<file path="src/rtl/msi_pkg.sv">
`timescale 1ns/1ps
package msi_pkg;
    typedef enum logic [1:0] {
        LS_INV = 2'd0,
        LS_SHR = 2'd1,
        LS_EXC = 2'd2
    } line_st_e;

    typedef enum logic [1:0] {
        BC_IDLE   = 2'd0,
        BC_RDMISS = 2'd1,
        BC_WRMISS = 2'd2,
        BC_WRBACK = 2'd3
    } bus_cmd_e;

    typedef enum logic [1:0] {
        CF_IDLE  = 2'd0,
        CF_WBACK = 2'd1,
        CF_MISS  = 2'd2
    } ctrl_fsm_e;
endpackage

</file>
<file path="src/rtl/msi_line_array.sv">
`timescale 1ns/1ps
module msi_line_array
    import msi_pkg::*;
#(
    parameter int LINES  = 4,
    parameter int IDX_W  = 2,
    parameter int TAG_W  = 6,
    parameter int DATA_W = 16
) (
    input  logic              clk,
    input  logic              rst_n,
    // processor-side read port
    input  logic [IDX_W-1:0]  ra_idx,
    output line_st_e          ra_state,
    output logic [TAG_W-1:0]  ra_tag,
    output logic [DATA_W-1:0] ra_data,
    // snoop-side read port
    input  logic [IDX_W-1:0]  rb_idx,
    output line_st_e          rb_state,
    output logic [TAG_W-1:0]  rb_tag,
    output logic [DATA_W-1:0] rb_data,
    // snoop state update (wins)
    input  logic              sw_en,
    input  logic [IDX_W-1:0]  sw_idx,
    input  line_st_e          sw_state,
    // processor-side full line update
    input  logic              cw_en,
    input  logic [IDX_W-1:0]  cw_idx,
    input  line_st_e          cw_state,
    input  logic [TAG_W-1:0]  cw_tag,
    input  logic [DATA_W-1:0] cw_data
);
    typedef struct {
        line_st_e          st  [LINES];
        logic [TAG_W-1:0]  tag [LINES];
        logic [DATA_W-1:0] dat [LINES];
    } arr_t;

    arr_t arr_d, arr_q;

    assign ra_state = arr_q.st[ra_idx];
    assign ra_tag   = arr_q.tag[ra_idx];
    assign ra_data  = arr_q.dat[ra_idx];
    assign rb_state = arr_q.st[rb_idx];
    assign rb_tag   = arr_q.tag[rb_idx];
    assign rb_data  = arr_q.dat[rb_idx];

    always_comb begin
        arr_d = arr_q;
        if (cw_en) begin
            arr_d.st[cw_idx]  = cw_state;
            arr_d.tag[cw_idx] = cw_tag;
            arr_d.dat[cw_idx] = cw_data;
        end
        if (sw_en) begin
            arr_d.st[sw_idx] = sw_state;
        end
    end

    always_ff @(posedge clk) begin
        if (!rst_n) begin
            for (int i = 0; i < LINES; i++) begin
                arr_q.st[i]  <= LS_INV;
                arr_q.tag[i] <= '0;
                arr_q.dat[i] <= '0;
            end
        end else begin
            arr_q <= arr_d;
        end
    end

    // the processor side never writes while a snoop owns the array
    assert_one_writer_R9: assert property (@(posedge clk) disable iff (!rst_n)
        !(sw_en && cw_en));

    // a snoop-driven state change is visible on the next cycle
    assert_snoop_update_R8: assert property (@(posedge clk) disable iff (!rst_n)
        sw_en |=> (arr_q.st[$past(sw_idx)] == $past(sw_state)));
endmodule

</file>
<file path="src/rtl/msi_snoop_unit.sv">
`timescale 1ns/1ps
module msi_snoop_unit
    import msi_pkg::*;
#(
    parameter int ADDR_W = 8,
    parameter int IDX_W  = 2,
    parameter int TAG_W  = 6,
    parameter int DATA_W = 16
) (
    input  logic [1:0]        snp_cmd,
    input  logic [ADDR_W-1:0] snp_addr,
    output logic [IDX_W-1:0]  rb_idx,
    input  line_st_e          rb_state,
    input  logic [TAG_W-1:0]  rb_tag,
    input  logic [DATA_W-1:0] rb_data,
    output logic              snp_active,
    output logic              sw_en,
    output line_st_e          sw_state,
    output logic              flush,
    output logic [DATA_W-1:0] flush_data
);
    logic match;

    assign rb_idx     = snp_addr[IDX_W-1:0];
    assign match      = (rb_tag == snp_addr[ADDR_W-1:IDX_W]) && (rb_state != LS_INV);
    assign snp_active = (snp_cmd != BC_IDLE);
    assign flush_data = rb_data;

    always_comb begin
        sw_en    = 1'b0;
        sw_state = rb_state;
        flush    = 1'b0;
        if (match) begin
            unique case (snp_cmd)
                BC_RDMISS: begin
                    if (rb_state == LS_EXC) begin
                        flush    = 1'b1;
                        sw_en    = 1'b1;
                        sw_state = LS_SHR;
                    end
                end
                BC_WRMISS: begin
                    flush    = (rb_state == LS_EXC);
                    sw_en    = 1'b1;
                    sw_state = LS_INV;
                end
                default: ;
            endcase
        end
    end
endmodule

</file>
<file path="src/rtl/msi_cpu_ctrl.sv">
`timescale 1ns/1ps
module msi_cpu_ctrl
    import msi_pkg::*;
#(
    parameter int ADDR_W = 8,
    parameter int IDX_W  = 2,
    parameter int TAG_W  = 6,
    parameter int DATA_W = 16
) (
    input  logic              clk,
    input  logic              rst_n,
    input  logic              cpu_req,
    input  logic              cpu_we,
    input  logic [ADDR_W-1:0] cpu_addr,
    input  logic [DATA_W-1:0] cpu_wdata,
    output logic              cpu_ready,
    output logic [DATA_W-1:0] cpu_rdata,
    input  logic              snp_active,
    output logic [IDX_W-1:0]  ra_idx,
    input  line_st_e          ra_state,
    input  logic [TAG_W-1:0]  ra_tag,
    input  logic [DATA_W-1:0] ra_data,
    output logic              cw_en,
    output line_st_e          cw_state,
    output logic [TAG_W-1:0]  cw_tag,
    output logic [DATA_W-1:0] cw_data,
    output logic              bus_req,
    output logic [1:0]        bus_cmd,
    output logic [ADDR_W-1:0] bus_addr,
    output logic [DATA_W-1:0] bus_wdata,
    input  logic              bus_gnt,
    input  logic [DATA_W-1:0] bus_fill_data
);
    typedef struct packed {
        ctrl_fsm_e fsm;
    } ctrl_t;

    ctrl_t c_d, c_q;

    logic [TAG_W-1:0] req_tag;
    logic             tag_eq, resident, hit_ok, dirty_victim, go;

    assign ra_idx       = cpu_addr[IDX_W-1:0];
    assign req_tag      = cpu_addr[ADDR_W-1:IDX_W];
    assign tag_eq       = (ra_tag == req_tag);
    assign resident     = tag_eq && (ra_state != LS_INV);
    assign hit_ok       = resident && (!cpu_we || ra_state == LS_EXC);
    assign dirty_victim = (ra_state == LS_EXC) && !tag_eq;
    assign go           = !snp_active;

    always_comb begin
        c_d       = c_q;
        cpu_ready = 1'b0;
        cpu_rdata = ra_data;
        bus_req   = 1'b0;
        bus_cmd   = BC_IDLE;
        bus_addr  = cpu_addr;
        bus_wdata = ra_data;
        cw_en     = 1'b0;
        cw_state  = LS_INV;
        cw_tag    = req_tag;
        cw_data   = cpu_wdata;
        unique case (c_q.fsm)
            CF_IDLE: begin
                if (cpu_req && go) begin
                    if (hit_ok) begin
                        cpu_ready = 1'b1;
                        if (cpu_we) begin
                            cw_en    = 1'b1;
                            cw_state = LS_EXC;
                        end
                    end else if (dirty_victim) begin
                        c_d.fsm = CF_WBACK;
                    end else begin
                        c_d.fsm = CF_MISS;
                    end
                end
            end
            CF_WBACK: begin
                if (dirty_victim) begin
                    bus_req  = 1'b1;
                    bus_cmd  = BC_WRBACK;
                    bus_addr = {ra_tag, ra_idx};
                    if (bus_gnt && go) begin
                        cw_en    = 1'b1;
                        cw_state = LS_INV;
                        cw_tag   = ra_tag;
                        cw_data  = ra_data;
                        c_d.fsm  = CF_MISS;
                    end
                end else if (go) begin
                    c_d.fsm = CF_MISS;
                end
            end
            CF_MISS: begin
                bus_req = 1'b1;
                bus_cmd = cpu_we ? BC_WRMISS : BC_RDMISS;
                if (bus_gnt && go) begin
                    cw_en     = 1'b1;
                    cw_state  = cpu_we ? LS_EXC : LS_SHR;
                    cw_data   = cpu_we ? cpu_wdata : bus_fill_data;
                    cpu_ready = 1'b1;
                    cpu_rdata = bus_fill_data;
                    c_d.fsm   = CF_IDLE;
                end
            end
            default: c_d.fsm = CF_IDLE;
        endcase
    end

    always_ff @(posedge clk) begin
        if (!rst_n) begin
            c_q.fsm <= CF_IDLE;
        end else begin
            c_q <= c_d;
        end
    end

    // a pending miss keeps its command and address until granted
    assert_miss_held_R3: assert property (@(posedge clk) disable iff (!rst_n)
        (bus_req && !bus_gnt && bus_cmd != BC_WRBACK)
            |=> (bus_req && $stable(bus_cmd) && $stable(bus_addr)));

    // a granted write-back is followed by the miss, never by a second write-back
    assert_single_wb_R5: assert property (@(posedge clk) disable iff (!rst_n)
        (bus_req && bus_gnt && bus_cmd == BC_WRBACK)
            |=> !(bus_req && bus_cmd == BC_WRBACK));
endmodule

</file>
<file path="src/rtl/snoop_msi_cache.sv">
`timescale 1ns/1ps
module snoop_msi_cache
    import msi_pkg::*;
#(
    parameter int ADDR_W = 8,
    parameter int DATA_W = 16,
    parameter int LINES  = 4
) (
    input  logic              clk,
    input  logic              rst_n,
    input  logic              cpu_req,
    input  logic              cpu_we,
    input  logic [ADDR_W-1:0] cpu_addr,
    input  logic [DATA_W-1:0] cpu_wdata,
    output logic              cpu_ready,
    output logic [DATA_W-1:0] cpu_rdata,
    output logic              bus_req,
    input  logic              bus_gnt,
    output logic [1:0]        bus_cmd,
    output logic [ADDR_W-1:0] bus_addr,
    output logic [DATA_W-1:0] bus_wdata,
    input  logic [DATA_W-1:0] bus_fill_data,
    input  logic [1:0]        snp_cmd,
    input  logic [ADDR_W-1:0] snp_addr,
    output logic              snp_flush,
    output logic [DATA_W-1:0] snp_flush_data
);
    localparam int IDX_W = (LINES > 1) ? $clog2(LINES) : 1;
    localparam int TAG_W = ADDR_W - IDX_W;

    logic [IDX_W-1:0]  ra_idx, rb_idx;
    line_st_e          ra_state, rb_state, sw_state, cw_state;
    logic [TAG_W-1:0]  ra_tag, rb_tag, cw_tag;
    logic [DATA_W-1:0] ra_data, rb_data, cw_data;
    logic              sw_en, cw_en, snp_active;

    msi_line_array #(
        .LINES(LINES), .IDX_W(IDX_W), .TAG_W(TAG_W), .DATA_W(DATA_W)
    ) i_array (
        .clk(clk), .rst_n(rst_n),
        .ra_idx(ra_idx), .ra_state(ra_state), .ra_tag(ra_tag), .ra_data(ra_data),
        .rb_idx(rb_idx), .rb_state(rb_state), .rb_tag(rb_tag), .rb_data(rb_data),
        .sw_en(sw_en), .sw_idx(rb_idx), .sw_state(sw_state),
        .cw_en(cw_en), .cw_idx(ra_idx), .cw_state(cw_state),
        .cw_tag(cw_tag), .cw_data(cw_data)
    );

    msi_snoop_unit #(
        .ADDR_W(ADDR_W), .IDX_W(IDX_W), .TAG_W(TAG_W), .DATA_W(DATA_W)
    ) i_snoop (
        .snp_cmd(snp_cmd), .snp_addr(snp_addr),
        .rb_idx(rb_idx), .rb_state(rb_state), .rb_tag(rb_tag), .rb_data(rb_data),
        .snp_active(snp_active), .sw_en(sw_en), .sw_state(sw_state),
        .flush(snp_flush), .flush_data(snp_flush_data)
    );

    msi_cpu_ctrl #(
        .ADDR_W(ADDR_W), .IDX_W(IDX_W), .TAG_W(TAG_W), .DATA_W(DATA_W)
    ) i_ctrl (
        .clk(clk), .rst_n(rst_n),
        .cpu_req(cpu_req), .cpu_we(cpu_we), .cpu_addr(cpu_addr), .cpu_wdata(cpu_wdata),
        .cpu_ready(cpu_ready), .cpu_rdata(cpu_rdata),
        .snp_active(snp_active),
        .ra_idx(ra_idx), .ra_state(ra_state), .ra_tag(ra_tag), .ra_data(ra_data),
        .cw_en(cw_en), .cw_state(cw_state), .cw_tag(cw_tag), .cw_data(cw_data),
        .bus_req(bus_req), .bus_cmd(bus_cmd), .bus_addr(bus_addr), .bus_wdata(bus_wdata),
        .bus_gnt(bus_gnt), .bus_fill_data(bus_fill_data)
    );

    // data is only supplied for a snooped miss, and never with a processor completion
    assert_flush_on_miss_R7: assert property (@(posedge clk) disable iff (!rst_n)
        snp_flush |-> (!cpu_ready && (snp_cmd == BC_RDMISS || snp_cmd == BC_WRMISS)));
endmodule

</file>
<file path="config.mk">
export PLATFORM = sky130hd
export DESIGN_NAME = snoop_msi_cache
export DESIGN_NICKNAME = d
export VERILOG_FILES = /design/src/rtl/msi_pkg.sv /design/src/rtl/msi_line_array.sv /design/src/rtl/msi_snoop_unit.sv /design/src/rtl/msi_cpu_ctrl.sv /design/src/rtl/snoop_msi_cache.sv
export SDC_FILE = /design/constraint.sdc
export NUM_CORES = 1
export LEC_CHECK = 0
export BUFFER_PORTS_ARGS = -buffer_cell sky130_fd_sc_hd__buf_2
export CORE_AREA = 2 2 140 142
export CTS_BUF_LIST = sky130_fd_sc_hd__clkbuf_16
export DETAILED_ROUTE_END_ITERATION = 7
export DIE_AREA = 0 0 142 144
export GPL_TIMING_DRIVEN = 0
export PLACE_DENSITY_LB_ADDON = 0.12
export SLEW_MARGIN = 20
export SYNTH_ARGS = -nofsm -noshare
export SYNTH_HDL_FRONTEND = slang
export SYNTH_SLANG_ARGS = --single-unit
</file>
<file path="constraint.sdc">
create_clock -name clk -period 3.36 [get_ports clk]
set_input_delay 0.336 -clock clk [delete_from_list [all_inputs] [get_ports clk]]
set_output_delay 0.336 -clock clk [all_outputs]
set_load 0.005 [all_outputs]
</file>
Word level (Yosys, flattened, before mapping). Cells that the tools add are included. W data, S select, Z words.

Input port bits: 55. Output and inout port bits: 61. Register bits after elaboration: 98. Logic and storage cells: 128.

Order comparisons: 4. Equality and inequality tests: 13. Bitwise gates (word level): 2. Reduce and logical (&&, ||, !) cells: 17. Multiplexer cells: 79.

Operator list (count): $mux W16 (11); $mux W96 (1); $bmux W16 S2 (2); $bwmux W64 (1); $mux W6 (8); $mux W2 (21); $demux W16 S2 (1); $pmux W16 S2 (1); $bmux W6 S2 (2); $bwmux W24 (1); $mux W8 (3); $bwmux W8 (2); $demux W6 S2 (1); $eq A6 B6 Y1 (2); $pmux W2 S2 (3); $mux W1 (11); $bmux W2 S2 (2); $demux W2 S2 (2); $eq A2 B2 Y1 const B (4); $logic_and A1 B1 Y1 (8); $pmux W1 S2 (4); $ge A3 B3 Y1 const B (2); $lt A3 B1 Y1 const B (2); $ne A3 B3 Y1 const B (2); other kinds (11) (18).

Longest topological paths before layout. Gate-level depths: netlist of the first run.

Depth in word-level cells: 14. Mapped depth: 11. Depth with buffers taken out: 9.

By module. From an unflattened synthesis of the first run, not the netlist that was laid out.

Cell total of the unflattened synthesis: 690. Area, all modules: 6478.7 µm².

By module, submodules not included: msi_line_array (instances 1, cells an instance 495, area each 4860.9 µm², sequential area each 1921.8 µm²); msi_cpu_ctrl (instances 1, cells an instance 152, area each 1297.5 µm², sequential area each 40.0 µm²); msi_snoop_unit (instances 1, cells an instance 43, area each 320.3 µm², sequential area each 0.0 µm²).

Least setup slack after synthesis of the first run. No wires, ideal clock.

Kind: in2out. From: input port cpu_addr[0]. To: output port bus_addr[2]. Arrival time: 2.292 ns. Required time: 3.024 ns. Setup slack: 0.732 ns. Cell stages on the path: 7. Buffers on the path: 1. Path through: buf_6 -> mux4_2 -> xnor2_1 -> nand4_1 -> or2_2 -> nand3_1 -> mux2_2.

Word-level cells in the longest chain between the ends: 9. Elaborated cells on any way between the ends: 13. Classes of those cells: eq/ne (2); mux (8); bitwise (1); reduce/logical (2).

RTL lines: start, declared (RTL line snoop_msi_cache.sv:13) `input logic [ADDR_W-1:0] cpu_addr,`; $not A2 Y3 (implied by the code) (*) (RTL line msi_line_array.sv:41, msi_line_array.sv:42); $bmux W6 S2 (RTL line msi_line_array.sv:42) `assign ra_tag = arr_q.tag[ra_idx];`; $mux W6 (implied by the code) (2 in series) (RTL line msi_line_array.sv:42); $eq A6 B6 Y1 (RTL line msi_cpu_ctrl.sv:45) `assign tag_eq = (ra_tag == req_tag);`; $logic_not A1 Y1 (RTL line msi_cpu_ctrl.sv:48) `assign dirty_victim = (ra_state == LS_EXC) && !tag_eq;`; $logic_and A1 B1 Y1 (RTL line msi_cpu_ctrl.sv:48); $mux W8 (*) (RTL line msi_cpu_ctrl.sv:80) `if (dirty_victim) begin`; $mux W8 (*) (RTL line msi_cpu_ctrl.sv:63) `unique case (c_q.fsm)`; end, declared (RTL line snoop_msi_cache.sv:20) `output logic [ADDR_W-1:0] bus_addr,`.

Every way passes the cells marked *; elsewhere a longest branch is shown, timed or not. The select of a mux whose other input is x is not followed.

==> metrics.yaml, run 1 <==
status: "finished clean"
dpl_cell_area_um2: 6640
postRouteAntennaNets: 0
root_buffer: "clkbuf_16"
r2r_setup_slack_ns: 0.35
finalHoldViolCount: 0
route.vias.total: 5031
fmax_mhz: 315
syn_nets: 565
post_drt_wl_per_cell_um: 22.8
yosys.area_share.simple_pct: 5.75
path_clk_slew_ns: 0.07
wl_met1_um: 8930
leakage_nw: 2.71
fp-row-count: 51
num_io_pins: 116
fp.dieW_um: 142
powerDensity_nw_per_um2: 389
arrival_ns: 2.84
synth_compound_area_share_pct: 26.1
top_layer: "met4"
wl_met3_um: 775
r2r_start: "i_array.arr_q[88]"
cts_buffer_depth: 2
startpoint_type: "flop"
place_congestion: 0.835
path_max_fanout: 10
cp_cell_sequence: "mux4_2, xnor2_1, nand2_1, or2_2, nand3_2, mux2_2, buf_2"
drive_above_1_share_pct: 37.7
post-dp-hpwl_um: 14500
wl_met2_um: 9760
dieArea_um2: 20400
fp.dieH_um: 144
cp-endpoint: "bus_addr[2]"
synth-edff-count: 0
grt_max_degree: 17
grt_util_all_layers_pct: 19.5
synthCells: 503
htreeDepth: 3
drc: 0
totalWireLength_um: 19800
grt_pass1_vias: 4964
syn2layout_area_growth_pct: 20.5
stdcell_area_um2: 6970
drt_iter0_markers: 321
clock_latency_ns: 0.35
crit_required_ns: 3.02
slowest_delay_ns: 0.52
coreArea_um2: 19100
final_common_cell: "buf_2"
rsz0062_at_grt: "false"
utilization_pct: 36.6
antenna_found_initial: 0
setup_viol: 0
setup.worst_path.end_class: "output pin"
crit_type: "reg -> out"
synth_top_family_by_area: "compound AO/OA/AOI/OAI gates"
cts_tree: "done"
hp-class: "in -> reg"
worstMarginPinSlew_ns: 0.985
clock_sinks: 98
synthFlopType: "dfxtp_1"
synthDistinctLibCells: 51
initial_core_util_pct: 30.3
maxSlewHeadroom_pct: 34.2
grt_pass1_wl_um: 29900
peakVddDrop_v: 0.000248
viasPerCell: 5.79
clock_skew_ns: 0.0107
synth-seq-area-share_pct: 33.9
drv_slew: 0
most-common-layout-cells: "126 x buf_2, 98 x dfxtp_1, 72 x o2bb2ai_1"
async_flop_share_pct: 0
finalCriticalPeriod_ns: 3.17
numCtsBuffers: 9
syn-cell-area_um2: 5790
synthMuxAreaShare_pct: 25.5
num_antenna_cells: 0
ys_warn_count: 0
slowest_stage: "mux4_2"
cts_hold_buf: 0
ys_seq_elements: 98
r2r_cells: 9
nets: 688
io_buffers: 111
finalCritPeriodShare_pct: 94.4
synthXorXnorAreaFrac_pct: 2.42
firstDrtPassIters: 5
grt-ovfl-total: 0
yosys.area_share.adder_pct: 1.51
synth.avg_cell_area_um2: 11.5
maxCapViolations: 0
cells by family after synthesis:
kind of cell               Yosys count
xor gates and xnor gates            16
adders and majority gates            7
AOI/OAI and AO/OA                  175
buffers and inverters               57
DFF                                 98
and+or+nand+nor                     61
muxes                               89
cell usage after synthesis (3+ instances only):
master	instances	area, µm²
dfxtp_1	98	1960
o2bb2ai_1	72	631
mux4_2	44	991
a22o_1	32	280
mux2_2	26	293
mux2i_1	19	190
clkbuf_1	18	67.6
a22oi_1	16	120
buf_2	15	75.1
nand3_1	12	60.1
inv_1	10	37.5
nand2_1	10	37.5
nand4_1	9	56.3
a221o_1	8	80.1
a221oi_2	8	120
nor2_1	8	30.0
xnor2_1	8	70.1
xor2_1	8	70.1
buf_4	7	52.6
ha_1	7	87.6
o21ai_0	7	35.0
a21oi_1	5	25.0
a21oi_2	4	35.0
a32oi_1	4	35.0
and3_1	4	25.0
nor3b_1	4	30.0
o211ai_1	4	30.0
buf_1	3	11.3
buf_6	3	33.8
o21a_1	3	22.5
what timing repair did:
item	in CTS	in global routing
setup endpoints to repair	27	6
buffers inserted	0	1
pin swaps	0	1
gates resized for setup	3	0
critical path, delay by kind of cell, from the launching register on:
family	cells	cell delay, ns
xor+xnor	1	0.33
buf+inv	1	0.13
mux	2	0.90
flops	1	0.33
simple gates	3	0.81
stage by stage:
stage | setup WS (ns) | setup TNS [ns] | power [mW] | cells | hold WS, ns
floorplan | 0.732 | 0 | 1.46 | 503 | 0.443
finish | 0.187 | 0 | 2.72 | 869 | 0.336
CTS | 0.00748 | 0 | 2.74 | 868 | 0.323
detailed placement | -0.155 | -1.85 | 1.62 | 852 | 0.461
global placement | -0.115 | -1.50 | 1.62 | 852 | 0.458
global route | 0.0341 | 0 | 2.82 | 869 | 0.337
metal layers:
layer / vias up / track usage [%]
met2: 156 / 33.4
met3: 23 / 3.34
met5: - / 0
met4: 0 / 6.21
met1: 2534 / 25.1
li1: 2318 / -
worst min path at each step:
| stage | depth (start not counted) | start | endpoint |
|---|---|---|---|
| 2_1_floorplan | 1 | flop | flop |
| 3_3_place_gp | 1 | flop | flop |
| 3_5_place_dp | 1 | flop | flop |
| 4_1_cts | 3 | cpu_wdata[5] | flop |
| 5_1_grt | 3 | cpu_wdata[5] | flop |
| 6_report | 3 | cpu_wdata[9] | flop |
final cells by class:
cell class,count,area [µm²]
fill,1900,12100
multi-input combinational,348,3550
sequential,98,1960
timing repair buffer,112,563
tap,238,298
buffer,46,243
clock buffer,9,225
clock inverter,7,92.6
inverter,11,41.3
power by group:
part / switching (mW) / internal (mW)
combinational: 0.259 / 0.161
sequential: 0.00781 / 1.17
clock: 0.464 / 0.654
Note: power is estimated with default switching activity, not from simulation.
==> run 2, diff against run 1 <==
Settings changed: HOLD_SLACK_MARGIN set to 0.05, PLACE_DENSITY_LB_ADDON 0.12 to 0.1, SLEW_MARGIN 20 to 0.
==> run 2 against run 1 <==
Effect of this change: first-iteration DRC count rose by 7.8%; utilization barely moved; sequential power barely moved; design area barely moved; critical path type unchanged; critical endpoint is now bus_addr[3]; largest power group unchanged.
==> metrics.yaml, run 2 (same netlist as run 1, synthesis figures left out) <==
setup_tns_ns: 0  # unchanged
clock_sinks: 98  # unchanged
arrival_ns: 2.87  # was 2.84 ns
place_congestion: 0.788  # was 0.835
cts_buffer_depth: 2  # unchanged
cp_cell_sequence: "mux4_2, xnor2_1, nand2_1, or2_2, nand3_2, mux2_2, buf_2"  # unchanged
drt_iter0_markers: 346  # was 321
syn2layout_area_growth_pct: 20.5  # about the same
totalWireLength_um: 20000  # was 19800 µm
finalCriticalPeriod_ns: 3.20  # was 3.17 ns
stdcell_area_um2: 6980  # was 6970 µm²
worstMarginPinSlew_ns: 1.02  # was 0.985 ns
clock_skew_ns: 0.00795  # was 0.0107 ns
cts_tree: "done"  # unchanged
finalCritPeriodShare_pct: 95.4  # was 94.4%
fp.dieH_um: 144  # unchanged
grt_util_all_layers_pct: 19.9  # was 19.5%
drv_slew: 0  # unchanged
grt-ovfl-total: 0  # unchanged
initial_core_util_pct: 30.3  # unchanged
dieArea_um2: 20400  # unchanged
worst_slack_ns: 0.156  # was 0.187 ns
post-dp-hpwl_um: 14500  # about the same
status: "finished clean"  # unchanged
startpoint_type: "flop"  # unchanged
cts_hold_buf: 0  # unchanged
grt_pass1_wl_um: 30500  # was 29900 µm
viasPerCell: 5.76  # was 5.79
drc: 0  # unchanged
crit_type: "reg -> out"  # unchanged
num_antenna_cells: 0  # unchanged
rsz0062_at_grt: "false"  # unchanged
path_max_fanout: 10  # unchanged
antenna_found_initial: 0  # unchanged
slowest_delay_ns: 0.51  # was 0.52 ns
final_common_cell: "buf_2"  # unchanged
grt_max_degree: 17  # unchanged
io_buffers: 111  # unchanged
setup.worst_path.end_class: "output pin"  # unchanged
fmax_mhz: 312  # was 315 MHz
hp-class: "in -> reg"  # unchanged
min_from: "cpu_wdata[10]"  # was cpu_wdata[9]
route.vias.total: 5006  # was 5031
worst_hold_slack_ns: 0.328  # was 0.336 ns
r2r_setup_slack_ns: 0.26  # was 0.35 ns
crit_required_ns: 3.02  # about the same
slowest_stage: "mux4_2"  # unchanged
r2r_start: "i_array.arr_q[88]"  # unchanged
maxSlewHeadroom_pct: 31.9  # was 34.2%
instances_no_fill: 869  # unchanged
power_mw: 2.72  # about the same
fp-row-count: 51  # unchanged
htreeDepth: 3  # unchanged
post_drt_wl_per_cell_um: 23.1  # was 22.8 µm
holdPathStages: 3  # unchanged
finalHoldViolCount: 0  # unchanged
fillers: 1898  # was 1900
path_clk_slew_ns: 0.07  # about the same
powerDensity_nw_per_um2: 390  # was 389 nW/µm²
most-common-layout-cells: "126 x buf_2, 98 x dfxtp_1, 72 x o2bb2ai_1"  # unchanged
drive_above_1_share_pct: 37.9  # was 37.7%
critPathTopFamily: "multiplexers"  # unchanged
setup_viol: 0  # unchanged
cp_num_cells: 7  # unchanged
numCtsBuffers: 9  # unchanged
root_buffer: "clkbuf_16"  # unchanged
dpl_worst_slack_ns: -0.215  # was -0.155 ns
r2r_cells: 9  # unchanged
peakVddDrop_v: 0.000261  # was 0.000248 V
dp_cells: 852  # unchanged
firstDrtPassIters: 5  # unchanged
clock_latency_ns: 0.35  # about the same
coreArea_um2: 19100  # unchanged
dpl_cell_area_um2: 6640  # unchanged
maxCapViolations: 0  # unchanged
num_io_pins: 116  # unchanged
fp.dieW_um: 142  # unchanged
leakage_nw: 2.70  # was 2.71 nW
utilization_pct: 36.6  # about the same
grt_pass1_vias: 5042  # was 4964
postRouteAntennaNets: 0  # unchanged
path_buf_inv: 1  # unchanged
nets: 688  # unchanged
[run 2: routing by layer]
metal	vias to the layer above	wire [µm]	global-route usage (%)
met4	0	271	5.21
met3	16	936	3.34
met1	2512	8760	25.7
met2	164	10100	34.5
li1	2314	-	-
met5	-	0	0
[run 2: final cells by class]
cell class / count / area, µm² / share of cell area [%]
clock inverter: 7 / 92.6 / 1.33
multi-input combinational: 348 / 3550 / 50.9
tap: 238 / 298 / 4.27
timing repair buffer: 112 / 563 / 8.07
buffer: 46 / 244 / 3.50
sequential: 98 / 1960 / 28.1
inverter: 11 / 41.3 / 0.592
clock buffer: 9 / 225 / 3.23
[run 2: tightest hold or removal path, cell delays in order]
cell and delay [ns]:
buf_2 0.11, a221oi_2 0.09, o2bb2ai_1 0.11
[run 2: repair_timing]
action / CTS / global route
resized for setup: 3 / 3
cloned: 0 / 0
buffers inserted: 0 / 1
hold endpoints to repair: 0 / 0
pin swaps: 0 / 1
setup endpoints to repair: 26 / 16
[run 2: worst max-delay path by stage]
stage                            from                 to  slack [ns]
final                            flop        bus_addr[3]        0.16
after global routing      snp_addr[1]          snp_flush        0.03
after CTS                        flop        bus_addr[3]        0.02
after detailed placement  snp_addr[0]  snp_flush_data[9]       -0.22
after global placement    snp_addr[0]  snp_flush_data[9]       -0.22
after floorplan           cpu_addr[0]        bus_addr[2]        0.73
[run 2: power breakdown]
group          switching (mW)  internal, mW  total [mW]
Combinational           0.261         0.161       0.422
Clock                   0.471         0.652        1.12
Sequential            0.00753          1.17        1.18
Total                   0.739          1.98        2.72
==> run 3, diff against run 2 <==
Settings changed: CORE_AREA 2 2 140 142 to 4 4 142 144, DIE_AREA 0 0 142 144 to 0 0 146 148, MAX_ROUTING_LAYER set to met4.
==> run 3 against run 2 <==
Effect of this change: critical path type unchanged; first-iteration DRC count decreased by 24%; global-route usage is 0.63 points lower; clock power increased by 4%; largest cell class unchanged; setup slack better by 0.0088 ns; highest routed layer unchanged; cell count is 0.35% lower; register-to-register slack improved by 0.07 ns; clock-buffer cell count unchanged; non-clock buffer count increased by 1.
==> metrics.yaml, run 3 (same netlist as run 1, synthesis figures left out) <==
cts_buffer_depth: 2  # unchanged
p_comb_share_pct: 15.2  # was 15.5%
antenna_found_initial: 0  # unchanged
p_int_mw: 2.00  # was 1.98 mW
grt_pass1_vias: 5263  # was 5042
firstDrtPassIters: 5  # unchanged
final_common_cell: "buf_2"  # unchanged
htreeDepth: 3  # unchanged
coreArea_um2: 18700  # was 19100 µm²
maxCapViolations: 0  # unchanged
most-common-layout-cells: "126 x buf_2, 98 x dfxtp_1, 72 x o2bb2ai_1"  # unchanged
fp.dieH_um: 148  # was 144 µm
viasPerCell: 5.81  # was 5.76
dieArea_um2: 21600  # was 20400 µm²
maxSlewHeadroom_pct: 38.3  # was 31.9%
grt_pass1_wl_um: 31500  # was 30500 µm
slowest_delay_ns: 0.52  # was 0.51 ns
critPathTopFamily: "multiplexers"  # unchanged
path_clk_slew_ns: 0.08  # was 0.07 ns
io_buffers: 111  # unchanged
clock_sinks: 98  # unchanged
fillers: 1866  # was 1898
clock_skew_ns: 0.0131  # was 0.00795 ns
path_buf_inv: 1  # unchanged
finalCriticalPeriod_ns: 3.20  # about the same
cts_hold_buf: 0  # unchanged
finalCritPeriodShare_pct: 95.1  # was 95.4%
leakage_nw: 2.72  # was 2.70 nW
utilization_pct: 37.4  # was 36.6%
place_congestion: 0.837  # was 0.788
r2r_setup_slack_ns: 0.33  # was 0.26 ns
setup.worst_path.end_class: "output pin"  # unchanged
numCtsBuffers: 9  # unchanged
netSwitchingFraction_pct: 27.7  # was 27.2%
p_clk_share_pct: 42.2  # was 41.2%
root_buffer: "clkbuf_16"  # unchanged
slowest_stage: "mux4_2"  # unchanged
grt-ovfl-total: 0  # unchanged
arrival_ns: 2.86  # was 2.87 ns
p_sw_mw: 0.765  # was 0.739 mW
grt_max_degree: 19  # was 17
path_max_fanout: 10  # unchanged
crit_required_ns: 3.02  # about the same
dpl_cell_area_um2: 6640  # about the same
drt_iter0_markers: 262  # was 346
cts_tree: "done"  # unchanged
drv_slew: 0  # unchanged
startpoint_type: "flop"  # unchanged
setup_tns_ns: 0  # unchanged
grt_util_all_layers_pct: 19.2  # was 19.9%
post-dp-hpwl_um: 14800  # was 14500 µm
nets: 689  # was 688
peakVddDrop_v: 0.000256  # was 0.000261 V
fmax_mhz: 313  # was 312 MHz
status: "finished clean"  # unchanged
totalWireLength_um: 20200  # was 20000 µm
drc: 0  # unchanged
clock_latency_ns: 0.36  # was 0.35 ns
num_io_pins: 116  # unchanged
cp_cell_sequence: "mux4_2, xnor2_1, nand2_1, or2_2, nand3_2, mux2_2, buf_2"  # unchanged
initial_core_util_pct: 30.9  # was 30.3%
fp.dieW_um: 146  # was 142 µm
setup_viol: 0  # unchanged
route.vias.total: 5028  # was 5006
seqPwrFrac_pct: 42.6  # was 43.3%
finalHoldViolCount: 0  # unchanged
post_drt_wl_per_cell_um: 23.4  # was 23.1 µm
powerDensity_nw_per_um2: 395  # was 390 nW/µm²
syn2layout_area_growth_pct: 20.8  # was 20.5%
num_antenna_cells: 0  # unchanged
rsz0062_at_grt: "false"  # unchanged
postRouteAntennaNets: 0  # unchanged
crit_type: "reg -> out"  # unchanged
worstMarginPinSlew_ns: 0.924  # was 1.02 ns
stdcell_area_um2: 6990  # was 6980 µm²
drive_above_1_share_pct: 38.3  # was 37.9%
hp-class: "in -> reg"  # unchanged
fp-row-count: 50  # was 51
run 3: repair_timing:
| item | in CTS | in global routing |
|---|---|---|
| pin swaps | 0 | 1 |
| gates resized for setup | 3 | 2 |
| setup buffers | 0 | 2 |
| setup endpoints to repair | 26 | 7 |
run 3: metal layers:
layer,global-route usage [%],vias up,share of wire [%]
met5,-,-,0
met4,4.52,0,1.4
met3,3.62,22,4.4
met2,32.5,141,49
met1,24.1,2544,45
li1,-,2321,-
run 3: final cells by class:
cell class | instances | area [µm²] | area share [%]
timing repair buffer | 113 | 571 | 8.16
clock inverter | 7 | 108 | 1.54
sequential | 98 | 1960 | 28.1
inverter | 11 | 41.3 | 0.590
buffer | 46 | 244 | 3.49
multi-input combinational | 348 | 3550 | 50.8
clock buffer | 9 | 225 | 3.22
tap | 234 | 293 | 4.19
run 3: final timing paths:
| kind | start | to | cells past startpoint |
|---|---|---|---|
| worst max-delay path | flop | bus_addr[2] | 7 |
| worst min-delay path | cpu_wdata[3] | flop | 3 |
| worst max register to register | i_array.arr_q[88] | flop | 9 |
| worst min register to register | flop | flop | 1 |
run 3: through the flow:
stage	total power, mW	hold slack (ns)	std cells	worst slack, ns
6_report	2.76	0.326	866	0.165
3_5_place_dp	1.62	0.467	848	-0.153
3_3_place_gp	1.62	0.459	848	-0.117
4_1_cts	2.79	0.317	864	0.0147
5_1_grt	2.87	0.331	866	0.0208
2_1_floorplan	1.46	0.443	503	0.732
run 3: worst reg2reg max path, delay by kind of cell, from the launching register on:
| kind | cells | cell delay, ns |
|---|---|---|
| AOI/OAI and AO/OA | 2 | 0.54 |
| and+or+nand+nor | 4 | 1.04 |
| muxes | 1 | 0.51 |
| DFF | 1 | 0.35 |
| buffers and inverters | 2 | 0.53 |
run 3: power by group through the flow:
stage | sequential (mW) | combinational [mW] | clock, mW
6_report | 1.18 | 0.421 | 1.17
4_1_cts | 1.18 | 0.422 | 1.20
3_3_place_gp | 1.20 | 0.418 | 0
5_1_grt | 1.18 | 0.459 | 1.24
3_5_place_dp | 1.20 | 0.421 | 0
2_1_floorplan | 1.20 | 0.262 | 0
